===== config.mk =====
export PLATFORM = sky130hd
export DESIGN_NAME = irqc_top
export DESIGN_NICKNAME = d
export VERILOG_FILES = /design/src/rtl/irqc_pkg.sv /design/src/rtl/irqc_latch_bank.sv /design/src/rtl/irqc_enable_regs.sv /design/src/rtl/irqc_arbiter.sv /design/src/rtl/irqc_vec_enc.sv /design/src/rtl/irqc_top.sv
export SDC_FILE = /design/constraint.sdc
export NUM_CORES = 1
export LEC_CHECK = 0
export BUFFER_PORTS_ARGS = -buffer_cell sky130_fd_sc_hd__buf_2
export CELL_PAD_IN_SITES_DETAIL_PLACEMENT = 0
export CELL_PAD_IN_SITES_GLOBAL_PLACEMENT = 1
export CORE_MARGIN = 1.5
export CORE_UTILIZATION = 40
export CTS_BUF_LIST = sky130_fd_sc_hd__clkbuf_2
export CTS_CLUSTER_SIZE = 10
export DETAILED_ROUTE_END_ITERATION = 16
export PLACE_DENSITY_LB_ADDON = 0.1
export SETUP_SLACK_MARGIN = 0.1
export SYNTH_ARGS = -nofsm -noshare
export SYNTH_HDL_FRONTEND = slang
export SYNTH_SLANG_ARGS = --single-unit

===== constraint.sdc =====
create_clock -name clk -period 2 [get_ports clk]
set_input_delay 0.5 -clock clk [delete_from_list [all_inputs] [get_ports clk]]
set_output_delay 0.5 -clock clk [all_outputs]
set_load 0.1 [all_outputs]

===== src/rtl/irqc_pkg.sv =====
package irqc_pkg;

    // Vector address of source idx.
    // Sources below first_latch share one slot just under the top vector.
    // Latched sources step down by 2 from the top until jump_idx.
    // From jump_idx onwards they restart at jump_base.
    function automatic logic [15:0] vector_of(
        input int unsigned idx,
        input int unsigned first_latch,
        input int unsigned jump_idx,
        input logic [15:0] top_vec,
        input logic [15:0] jump_base
    );
        logic [15:0] v;
        if (idx < first_latch)
            v = top_vec - 16'd2;
        else if (idx < jump_idx)
            v = top_vec - 16'(2 * idx);
        else
            v = jump_base - 16'(2 * (idx - jump_idx));
        return v;
    endfunction

endpackage


===== src/rtl/irqc_latch_bank.sv =====
module irqc_latch_bank #(
    parameter int unsigned NUM_SRC     = 24,
    parameter int unsigned FIRST_LATCH = 2
) (
    input  logic                           clk,
    input  logic                           rst_n,
    input  logic [NUM_SRC-1:FIRST_LATCH]   set_i,
    input  logic [NUM_SRC-1:FIRST_LATCH]   sw_clr_i,
    input  logic [NUM_SRC-1:FIRST_LATCH]   ack_clr_i,
    output logic [NUM_SRC-1:FIRST_LATCH]   pend_o
);
    localparam int unsigned LW = NUM_SRC - FIRST_LATCH;

    typedef struct packed {
        logic [LW-1:0] pend;
    } bank_t;

    bank_t st_d, st_q;

    always_comb begin
        st_d = st_q;
        // set dominates both kinds of clear
        st_d.pend = (st_q.pend & ~sw_clr_i & ~ack_clr_i) | set_i;
    end

    always_ff @(posedge clk) begin
        if (!rst_n) st_q <= '0;
        else        st_q <= st_d;
    end

    assign pend_o = st_q.pend;


    set_wins_chk: assert property (@(posedge clk) disable iff (!rst_n)
        (|set_i) |=> ((pend_o & $past(set_i)) == $past(set_i)));


    ack_clears_chk: assert property (@(posedge clk) disable iff (!rst_n)
        ((|ack_clr_i) && ((set_i & ack_clr_i) == '0))
        |=> ((pend_o & $past(ack_clr_i)) == '0));

endmodule


===== src/rtl/irqc_enable_regs.sv =====
module irqc_enable_regs #(
    parameter int unsigned NUM_SRC    = 24,
    parameter int unsigned FIRST_MASK = 4
) (
    input  logic                          clk,
    input  logic                          rst_n,
    input  logic                          mie_we_i,
    input  logic                          mie_wd_i,
    input  logic                          en_we_i,
    input  logic [NUM_SRC-1:FIRST_MASK]   en_wd_i,
    input  logic                          pin_we_i,
    input  logic                          pin_wd_i,
    input  logic                          take_i,
    input  logic                          reti_i,
    output logic                          mie_o,
    output logic                          pin_o,
    output logic [NUM_SRC-1:FIRST_MASK]   en_o
);
    localparam int unsigned EW = NUM_SRC - FIRST_MASK;

    typedef struct packed {
        logic          mie;
        logic          saved;
        logic          pin;
        logic [EW-1:0] en;
    } ctl_t;

    ctl_t st_d, st_q;

    always_comb begin
        st_d = st_q;
        if (en_we_i)  st_d.en  = en_wd_i;
        if (pin_we_i) st_d.pin = pin_wd_i;
        // master enable: acceptance > software write > return strobe
        if (take_i) begin
            st_d.saved = st_q.mie;
            st_d.mie   = 1'b0;
        end else if (mie_we_i) begin
            st_d.mie = mie_wd_i;
        end else if (reti_i) begin
            st_d.mie = st_q.saved;
        end
    end

    always_ff @(posedge clk) begin
        if (!rst_n) st_q <= '0;
        else        st_q <= st_d;
    end

    assign mie_o = st_q.mie;
    assign pin_o = st_q.pin;
    assign en_o  = st_q.en;


    ack_drops_mie_chk: assert property (@(posedge clk) disable iff (!rst_n)
        take_i |=> !mie_o);


    ack_saves_mie_chk: assert property (@(posedge clk) disable iff (!rst_n)
        take_i |=> (st_q.saved == $past(mie_o)));

endmodule


===== src/rtl/irqc_arbiter.sv =====
module irqc_arbiter #(
    parameter int unsigned NUM_SRC     = 24,
    parameter int unsigned FIRST_LATCH = 2,
    parameter int unsigned FIRST_MASK  = 4,
    parameter int unsigned PIN_SRC     = 4
) (
    input  logic                          clk,
    input  logic                          rst_n,
    input  logic [FIRST_LATCH-1:0]        cpu_req_i,
    input  logic [NUM_SRC-1:FIRST_LATCH]  pend_i,
    input  logic                          mie_i,
    input  logic                          pin_i,
    input  logic [NUM_SRC-1:FIRST_MASK]   en_i,
    output logic [NUM_SRC-1:0]            grant_o,
    output logic                          any_o
);
    logic [NUM_SRC-1:0] cand;

    for (genvar k = 0; k < NUM_SRC; k++) begin : g_cand
        if (k < FIRST_LATCH) begin : g_cpu
            assign cand[k] = cpu_req_i[k];
        end else if (k < FIRST_MASK) begin : g_nmi
            assign cand[k] = pend_i[k];
        end else if (k == PIN_SRC) begin : g_pin
            assign cand[k] = pend_i[k] & en_i[k] & mie_i & pin_i;
        end else begin : g_mask
            assign cand[k] = pend_i[k] & en_i[k] & mie_i;
        end
    end

    always_comb begin
        logic found;
        found   = 1'b0;
        grant_o = '0;
        for (int k = 0; k < int'(NUM_SRC); k++) begin
            if (cand[k] && !found) begin
                grant_o[k] = 1'b1;
                found      = 1'b1;
            end
        end
        any_o = found;
    end


    single_grant_chk: assert property (@(posedge clk) disable iff (!rst_n)
        any_o |-> $onehot(grant_o));


    mask_gate_chk: assert property (@(posedge clk) disable iff (!rst_n)
        !mie_i |-> (grant_o[NUM_SRC-1:FIRST_MASK] == '0));

endmodule


===== src/rtl/irqc_vec_enc.sv =====
module irqc_vec_enc #(
    parameter int unsigned NUM_SRC     = 24,
    parameter int unsigned FIRST_LATCH = 2,
    parameter int unsigned JUMP_SRC    = 16,
    parameter logic [15:0] VEC_TOP     = 16'hFFFE,
    parameter logic [15:0] VEC_JUMP    = 16'hFFBE
) (
    input  logic [NUM_SRC-1:0] grant_i,
    output logic [15:0]        vec_o
);
    always_comb begin
        vec_o = '0;
        for (int k = 0; k < int'(NUM_SRC); k++) begin
            if (grant_i[k])
                vec_o = vec_o | irqc_pkg::vector_of(unsigned'(k), FIRST_LATCH,
                                                    JUMP_SRC, VEC_TOP, VEC_JUMP);
        end
    end
endmodule


===== src/rtl/irqc_top.sv =====
module irqc_top #(
    parameter int unsigned NUM_SRC     = 24,
    parameter int unsigned CPU_SRC     = 2,
    parameter int unsigned NMI_LATCHED = 2,
    parameter int unsigned PIN_SRC     = 4,
    parameter int unsigned JUMP_SRC    = 16,
    parameter logic [15:0] VEC_TOP     = 16'hFFFE,
    parameter logic [15:0] VEC_JUMP    = 16'hFFBE
) (
    input  logic                                    clk,
    input  logic                                    rst_n,
    input  logic [NUM_SRC-1:0]                      req_i,
    input  logic                                    mie_we_i,
    input  logic                                    mie_wd_i,
    input  logic                                    en_we_i,
    input  logic [NUM_SRC-1:CPU_SRC+NMI_LATCHED]    en_wd_i,
    input  logic                                    pin_we_i,
    input  logic                                    pin_wd_i,
    input  logic                                    clr_we_i,
    input  logic [NUM_SRC-1:CPU_SRC]                clr_mask_i,
    input  logic                                    ack_i,
    input  logic                                    reti_i,
    output logic                                    irq_o,
    output logic [15:0]                             vec_o
);
    localparam int unsigned FIRST_LATCH = CPU_SRC;
    localparam int unsigned FIRST_MASK  = CPU_SRC + NMI_LATCHED;
    localparam int unsigned LW          = NUM_SRC - FIRST_LATCH;

    typedef struct packed {
        logic          irq;
        logic [15:0]   vec;
        logic [LW-1:0] sel;
    } pres_t;

    pres_t pres_d, pres_q;

    logic [NUM_SRC-1:FIRST_LATCH] pend_w, sw_clr_w, ack_clr_w;
    logic [NUM_SRC-1:FIRST_MASK]  en_w;
    logic [NUM_SRC-1:0]           grant_w;
    logic                         any_w, mie_w, pin_w, take;
    logic [15:0]                  enc_vec;

    assign take      = ack_i & pres_q.irq;
    assign sw_clr_w  = clr_we_i ? clr_mask_i : '0;
    assign ack_clr_w = take ? pres_q.sel : '0;

    irqc_latch_bank #(.NUM_SRC(NUM_SRC), .FIRST_LATCH(FIRST_LATCH)) u_bank (
        .clk       (clk),
        .rst_n     (rst_n),
        .set_i     (req_i[NUM_SRC-1:FIRST_LATCH]),
        .sw_clr_i  (sw_clr_w),
        .ack_clr_i (ack_clr_w),
        .pend_o    (pend_w)
    );

    irqc_enable_regs #(.NUM_SRC(NUM_SRC), .FIRST_MASK(FIRST_MASK)) u_ctl (
        .clk      (clk),
        .rst_n    (rst_n),
        .mie_we_i (mie_we_i),
        .mie_wd_i (mie_wd_i),
        .en_we_i  (en_we_i),
        .en_wd_i  (en_wd_i),
        .pin_we_i (pin_we_i),
        .pin_wd_i (pin_wd_i),
        .take_i   (take),
        .reti_i   (reti_i),
        .mie_o    (mie_w),
        .pin_o    (pin_w),
        .en_o     (en_w)
    );

    irqc_arbiter #(
        .NUM_SRC(NUM_SRC), .FIRST_LATCH(FIRST_LATCH),
        .FIRST_MASK(FIRST_MASK), .PIN_SRC(PIN_SRC)
    ) u_arb (
        .clk       (clk),
        .rst_n     (rst_n),
        .cpu_req_i (req_i[FIRST_LATCH-1:0]),
        .pend_i    (pend_w),
        .mie_i     (mie_w),
        .pin_i     (pin_w),
        .en_i      (en_w),
        .grant_o   (grant_w),
        .any_o     (any_w)
    );

    irqc_vec_enc #(
        .NUM_SRC(NUM_SRC), .FIRST_LATCH(FIRST_LATCH), .JUMP_SRC(JUMP_SRC),
        .VEC_TOP(VEC_TOP), .VEC_JUMP(VEC_JUMP)
    ) u_enc (
        .grant_i (grant_w),
        .vec_o   (enc_vec)
    );

    always_comb begin
        pres_d = pres_q;
        if (take) begin
            // freeze the vector for one cycle while latches settle
            pres_d.irq = 1'b0;
            pres_d.sel = '0;
        end else if (any_w) begin
            pres_d.irq = 1'b1;
            pres_d.vec = enc_vec;
            pres_d.sel = grant_w[NUM_SRC-1:FIRST_LATCH];
        end else begin
            pres_d.irq = 1'b0;
            pres_d.sel = '0;
        end
    end

    always_ff @(posedge clk) begin
        if (!rst_n) pres_q <= '0;
        else        pres_q <= pres_d;
    end

    assign irq_o = pres_q.irq;
    assign vec_o = pres_q.vec;


    vec_hold_chk: assert property (@(posedge clk) disable iff (!rst_n)
        take |=> ($stable(vec_o) && !irq_o));


    nmi_present_chk: assert property (@(posedge clk) disable iff (!rst_n)
        (pend_w[FIRST_LATCH] && !take) |=> irq_o);

endmodule


==> results of run 1 <==
## worst min path at each step
| stage | from | to |
|---|---|---|
| floorplan | u_ctl.en_o[23]$_SDFFE_PN0P_ | pres_q[21]$_SDFF_PP0_ |
| global placement | u_ctl.st_q[21]$_SDFFE_PN0P_ | u_ctl.st_q[21]$_SDFFE_PN0P_ |
| detailed placement | u_ctl.st_q[21]$_SDFFE_PN0P_ | u_ctl.st_q[21]$_SDFFE_PN0P_ |
| CTS | req_i[12] | u_bank.pend_o[12]$_SDFF_PN0_ |
| global route | req_i[22] | u_bank.pend_o[22]$_SDFF_PN0_ |
| finish | req_i[12] | u_bank.pend_o[12]$_SDFF_PN0_ |
## layout make-up
class,instances,area (um2)
Sequential cell,74,1491
Clock inverter,6,128.9
Tap cell,105,131.4
Multi-Input combinational cell,266,1709
Timing Repair Buffer,111,635.6
Clock buffer,10,50.05
Inverter,3,17.52
Fill cell,806,3970
## repair_timing
item / in CTS / in global routing
gates resized for setup: 2 / 37
setup endpoints to repair: 14 / 31
setup buffers: 1 / 2
pin swaps: 1 / 2
## registers in the layout (all words and copies together), names as in the netlist
signal	count
irq_o	1
pres_q	22
u_bank.pend_o	22
u_ctl.en_o	20
u_ctl.mie_o	1
u_ctl.pin_o	1
u_ctl.st_q	1
vec_o	6
## where the power goes
| part | internal, W | leakage (nW) | switching (W) | total (W) |
|---|---|---|---|---|
| combinational | 0.000220 | 1.05 | 0.000438 | 0.000658 |
| clock | 0.000664 | 0.104 | 0.000512 | 0.00118 |
| sequential | 0.00155 | 0.612 | 0.0000678 | 0.00162 |
## cell families after synthesis
group,Yosys count,share of synthesized area (%)
other cells,1,0.1132
mux,23,6.951
flops,74,44.73
compound gates,86,18.78
buf+inv,34,5.780
simple gates,156,23.65
## synthesized netlist by cell type, types with 2 or more instances
library cell  instances
dfxtp_1              74
nand2_1              69
a21oi_1              24
mux2i_1              23
o21a_1               23
nor2b_1              22
nor2_1               18
buf_4                16
clkbuf_1             14
nand4_1              10
nor4_1                9
nand3_1               8
a22oi_1               7
nor3_1                5
o21ai_0               5
a222oi_1              4
a31oi_1               3
and2_1                3
o211a_1               3
a211oi_1              2
a21boi_0              2
a311oi_1              2
and4_1                2
nand3_2               2
nor4_2                2
o31ai_1               2
## metrics by stage
| stage | cells | setup WS (ns) | hold WS (ns) | cell area [um2] |
|---|---|---|---|---|
| 2_1_floorplan | 374 | 0.1829 | 0.4425 | 3313 |
| 3_3_place_gp | 556 | 0.02818 | 0.4597 | 3850 |
| 3_5_place_dp | 556 | 0.02155 | 0.4623 | 3850 |
| 4_1_cts | 573 | -0.01911 | 0.1346 | 4044 |
| 5_1_grt | 575 | 0.09864 | 0.1347 | 4164 |
| 6_report | 575 | 0.1892 | 0.1829 | 4164 |
## layout by cell type (no fill, tap or decap), drive strengths merged, types with 7 or more instances in the layout
master,instances
nor2b,22
nand2,70
mux2i,23
nor4,11
nand3,10
o21a,23
a22oi,7
buf,109
nor2,18
nand4,10
a21oi,25
clkbuf,12
dfxtp,74
## per-layer routing
layer	wire, um	track usage (%)	vias to the layer above
met4	104	5.473	0
met1	4099	26.11	1391
met5	0	0	-
met2	4142	34.78	78
li1	-	-	1503
met3	356	5.178	10
==> results.py, run 1 <==
metrics = {
    "global_route": {
        "grt_max_degree": 52,
        "grt_pass1_vias": 2815,
        "antenna_found_initial": 0,
        "grt_use_total_pct": 20.61,
        "overflow": 0,
        "grt_pass1_wl_um": 13800,
    },
    "placement": {
        "dp_hpwl_um": 6414,
        "gp_congestion": 0.8398,
        "io_buffers": 91,
    },
    "synth": {
        "synthCells": 374,
        "synth_area_leader_cell": "dfxtp_1",
        "async_reset_ff_share_pct": 0,
        "ys.warnings.count": 0,
        "ys_ff_latch": 74,
        "yosys.area.top_type_share_pct": 44.73,
        "yosys.cell_types.count": 46,
        "synth-edff-count": 0,
        "ys_seq_area_share_pct": 44.73,
        "syn_avg_cell_area_um2": 8.855,
        "synth_area_um2": 3312,
        "synth_nets": 450,
        "synth_area_leaders": "dfxtp_1, nand2_1, mux2i_1, o21a_1, nor2b_1",
        "synth_ff_type": "dfxtp_1",
    },
    "final_layout": {
        "final_layout_size_suffix_gt1_share_pct": 32.13,
        "diodes": 0,
        "fin_util_pct": 51.19,
        "layout.nets": 541,
        "syn_to_final_growth_pct": 25.73,
    },
    "worst_setup_path": {
        "crit_type": "register to primary output",
        "cp-start-kind": "register",
        "end_kind": "primary output",
        "r2r_slack_ns": 0.21,
        "critPathMaxFanout": 2,
        "crit_family": "buffers and inverters",
        "timing.rr.end": "vec_o[2]$_SDFFE_PN0P_",
        "crit_buf_inv": 1,
        "crit_chain": "buf_2",
        "startpoint": "vec_o[3]$_SDFFE_PN0P_",
        "crit_cells": 1,
        "crit_end": "vec_o[3]",
        "crit_required_ns": 1.50,
        "slowest_stage": "buf_2",
        "timing.rr.start": "u_bank.pend_o[2]$_SDFF_PN0_",
        "r2r_cells": 5,
        "critPathMaxStageDelay_ns": 0.43,
        "critPathArrivalTime_ns": 1.31,
    },
    "power_and_ir_drop": {
        "power_density_nw_per_um2": 829.0,
        "finalPower_w": 0.003452,
        "static-leakage-power_nw": 1.766,
        "ir_drop_mv": 0.4515,
    },
    "clock_tree": {
        "clockBufferDepth": 2,
        "ctsHtreeMaxLevel": 3,
        "cts_tree": "built",
        "hold_buffers": 0,
        "clk_latency_ns": 0.50,
        "clkSinkCount": 74,
        "clk_pin_slew_ns": 0.20,
        "clock-root-buffer": "clkbuf_2",
        "cts_buffers": 9,
    },
    "status": {
        "status": "finished clean",
    },
    "floorplan": {
        "die_x_um": 94.00,
        "die_h_um": 94.00,
        "initial_utilization_pct": 40.72,
        "row_count": 33,
        "design.core.area_um2": 8134,
        "die_area_um2": 8835,
        "ios": 93,
    },
    "sta": {
        "hold_viol": 0,
        "tns_ns": 0,
        "tightestPinTransition_ns": 0.5070,
        "relSlewSlack_pct": 66.20,
        "rsz0062_at_grt": "yes",
        "fmax_ghz": 0.5522,
        "fin_crit_sh_pct": 90.54,
        "clock-skew-final_ns": 0.02708,
        "period_minus_slack_ns": 1.811,
        "slew_viol_final": 0,
        "setup_viol": 0,
    },
    "route": {
        "wirelength_um": 8703,
        "dr_total_vias": 2982,
        "wire_per_inst_um": 15.14,
        "drt_first_iter_violations": 156,
        "vias_per_cell": 5.186,
        "postRouteAntennaNets": 0,
        "drc": 0,
        "dr.pass1.iters": 4,
    },
    "flow_run": {
        "maxCapViolCount": 0,
    },
    "min_path": {
        "hold_path_class": "input pin to register",
        "hold_depth": 2,
    },
}
Note: power is estimated with default switching activity, not from simulation.
==> inputs of run 2 (changes only) <==
- ABC_AREA: not set -> 1
- CORE_UTILIZATION: 40 -> 38
==> run 2 against run 1 <==
Compared with the run above:
- critical endpoint is now pres_q[8]$_SDFF_PP0_
- area after synthesis shrank 5.4%
- via count grew 4.8%
- the run now ends with setup timing left
- sequential cell count is the same
- sequential power about the same
==> results.py, run 2 <==
metrics = {
    "status": {
        "status": "complete, but fails checks",
        "violations": "setup timing",
    },
    "worst_setup_path": {
        "timing.rr.start": "u_ctl.mie_o$_SDFFE_PP0P_",
        "crit_required_ns": 2.42,
        "r2r_cells": 13,
        "critPathArrivalTime_ns": 2.64,
        "r2r_slack_ns": -0.22,
        "crit_type": "register to register",
        "cp-start-kind": "register",
        "end_kind": "register",
        "timing.rr.end": "pres_q[8]$_SDFF_PP0_",
        "critPathMaxFanout": 7,
    },
    "global_route": {
        "grt_pass1_vias": 2993,
        "grt_pass1_wl_um": 14060,
        "grt_use_total_pct": 20.83,
        "grt_max_degree": 29,
        "antenna_found_initial": 0,
        "overflow": 0,
    },
    "final_layout": {
        "final_layout_size_suffix_gt1_share_pct": 37.45,
        "fillers": 802,
        "multi_input_comb_area_um2": 1603,
        "diodes": 0,
        "regArea_um2": 1489,
        "syn_to_final_growth_pct": 37.86,
        "layout.nets": 614,
        "design_area_um2": 4319,
        "layout_common_cells": "nor2_1, buf_2, dfxtp_1",
        "layout_commonest_cell": "nor2_1",
    },
    "min_path": {
        "hold_depth": 2,
        "hp-start": "pin_we_i",
        "hold_path_class": "input pin to register",
        "hold_end": "u_ctl.pin_o$_SDFFE_PN0P_",
    },
    "floorplan": {
        "row_count": 32,
        "die_h_um": 93.80,
        "ios": 93,
        "initial_utilization_pct": 39.92,
        "die_area_um2": 8798,
        "design.core.area_um2": 7848,
        "die_x_um": 93.80,
    },
    "route": {
        "drc": 0,
        "vias_per_cell": 4.851,
        "wirelength_um": 8727,
        "postRouteAntennaNets": 0,
        "dr_total_vias": 3124,
        "wire_per_inst_um": 13.55,
        "drt_first_iter_violations": 116,
        "dr.pass1.iters": 5,
    },
    "placement": {
        "placed_area_um2": 3821,
        "gp_congestion": 0.8145,
        "dp_hpwl_um": 5724,
        "io_buffers": 91,
    },
    "synth": {
        "ys_ff_latch": 74,
        "ys.warnings.count": 0,
        "yosysMostFrequentCell": "nor2_1",
        "yosys.cell_types.count": 28,
        "synth_area_um2": 3133,
        "yosys-top-cells-count": "nor2_1, dfxtp_1, nand2_1",
        "yosys.area.top_type_share_pct": 47.28,
        "synth-edff-count": 0,
        "ys_seq_area_share_pct": 47.28,
        "synth_area_leader_cell": "dfxtp_1",
        "synth_nets": 491,
        "syn_avg_cell_area_um2": 7.549,
        "synth_area_leaders": "dfxtp_1, nor2_1, nand2_1, nand3_1, a31oi_1",
        "synthCells": 415,
        "synth_ff_type": "dfxtp_1",
        "async_reset_ff_share_pct": 0,
    },
    "sta": {
        "fin_crit_sh_pct": 110.9,
        "setup_viol": 29,
        "rsz0062_at_grt": "yes",
        "period_minus_slack_ns": 2.218,
        "clock-skew-final_ns": 0.01850,
        "hold_viol": 0,
        "relSlewSlack_pct": 47.02,
        "tns_ns": -5.256,
        "fmax_ghz": 0.4509,
        "worst_slack_ns": -0.2176,
        "tightestPinTransition_ns": 0.7939,
        "slew_viol_final": 0,
    },
    "clock_tree": {
        "hold_buffers": 0,
        "clock-root-buffer": "clkbuf_2",
        "cts_tree": "built",
        "ctsHtreeMaxLevel": 3,
        "clockBufferDepth": 2,
        "cts_buffers": 9,
        "clk_pin_slew_ns": 0.20,
        "clk_latency_ns": 0.51,
        "clkSinkCount": 74,
    },
    "flow_run": {
        "maxCapViolCount": 0,
    },
    "power_and_ir_drop": {
        "finalPower_w": 0.003170,
        "static-leakage-power_nw": 1.982,
        "ir_drop_mv": 0.3192,
        "power_density_nw_per_um2": 734.1,
    },
}
run 2: how the worst max path moves through the flow:
stage	startpoint	endpoint	slack, ns	cells after the start
after global placement	req_i[1]	pres_q[4]$_SDFF_PP0_	-0.48	15
final	u_ctl.mie_o$_SDFFE_PP0P_	pres_q[8]$_SDFF_PP0_	-0.22	13
after CTS	u_ctl.mie_o$_SDFFE_PP0P_	pres_q[3]$_SDFF_PP0_	-0.20	15
after floorplan	req_i[1]	pres_q[19]$_SDFF_PP0_	-0.31	15
after detailed placement	req_i[1]	pres_q[11]$_SDFF_PP0_	-0.55	15
after global routing	u_ctl.mie_o$_SDFFE_PP0P_	vec_o[2]$_SDFFE_PN0P_	-0.40	14
run 2: final cells by class:
type / count / area share [%]
clock buffer: 11 / 1.275
inverter: 29 / 2.520
sequential: 74 / 34.47
multi-input combinational: 282 / 37.11
timing repair buffer: 142 / 20.65
clock inverter: 4 / 1.014
tap: 102 / 2.955
run 2: kinds of logic (layout without fill, tap and decap cells):
group           after synthesis  in the layout  synth area share (%)
compound gates               50             50                 9.305
buf+inv                      62            186                 9.824
flops                        74             74                 47.28
simple gates                228            231                 33.47
other cells                   1              1                0.1197
run 2: routing by layer:
layer  vias to the layer above  part of all wire (%)  GRT usage [%]  routed length [um]
met3                        11                   6.5          4.693                 571
li1                       1595                     -              -                   -
met1                      1417                    48          28.55                4165
met2                       101                    44          32.19                3861
met5                         -                     0              0                   0
met4                         0                   1.5          7.090                 129
run 2: what timing repair did:
item | 4_1_cts | 5_1_grt
gates resized for setup | 42 | 22
hold endpoints to repair | 0 | 0
pin swaps | 3 | 7
setup endpoints to repair | 39 | 30
cloned | 2 | 1
buffers inserted | 6 | 6
run 2: power breakdown:
group	total [W]	internal [W]	switching, W	leakage [nW]
clock network	0.000791	0.000285	0.000506	0.0692
logic	0.000769	0.000235	0.000535	1.30
registers	0.00161	0.00156	0.0000535	0.612
total	0.00317	0.00208	0.00109	1.98
run 2: worst max-delay path, stage by stage (launching register included):
cell and delay [ns]:
dfxtp_4 0.41, nand3_1 0.20, nand4_4 0.15, nor2_4 0.13, nand4_4 0.10, nor2_4 0.12
nand4_4 0.09, nor2_4 0.13, nand4_4 0.09, nor2_4 0.16, nand4_4 0.17, buf_6 0.20
nand2_8 0.11, nor3_1 0.06
run 2: metrics by stage:
stage                     instances  utilization [%]  worst slack [ns]  hold slack, ns
after floorplan                 415                -           -0.3086          0.4399
after global placement          614            48.69           -0.4820          0.4493
after detailed placement        614            48.69           -0.5462          0.4529
after CTS                       637            53.01           -0.1962          0.1021
after global routing            644            55.04           -0.4004         0.09832
final                           644            55.04           -0.2176          0.1418
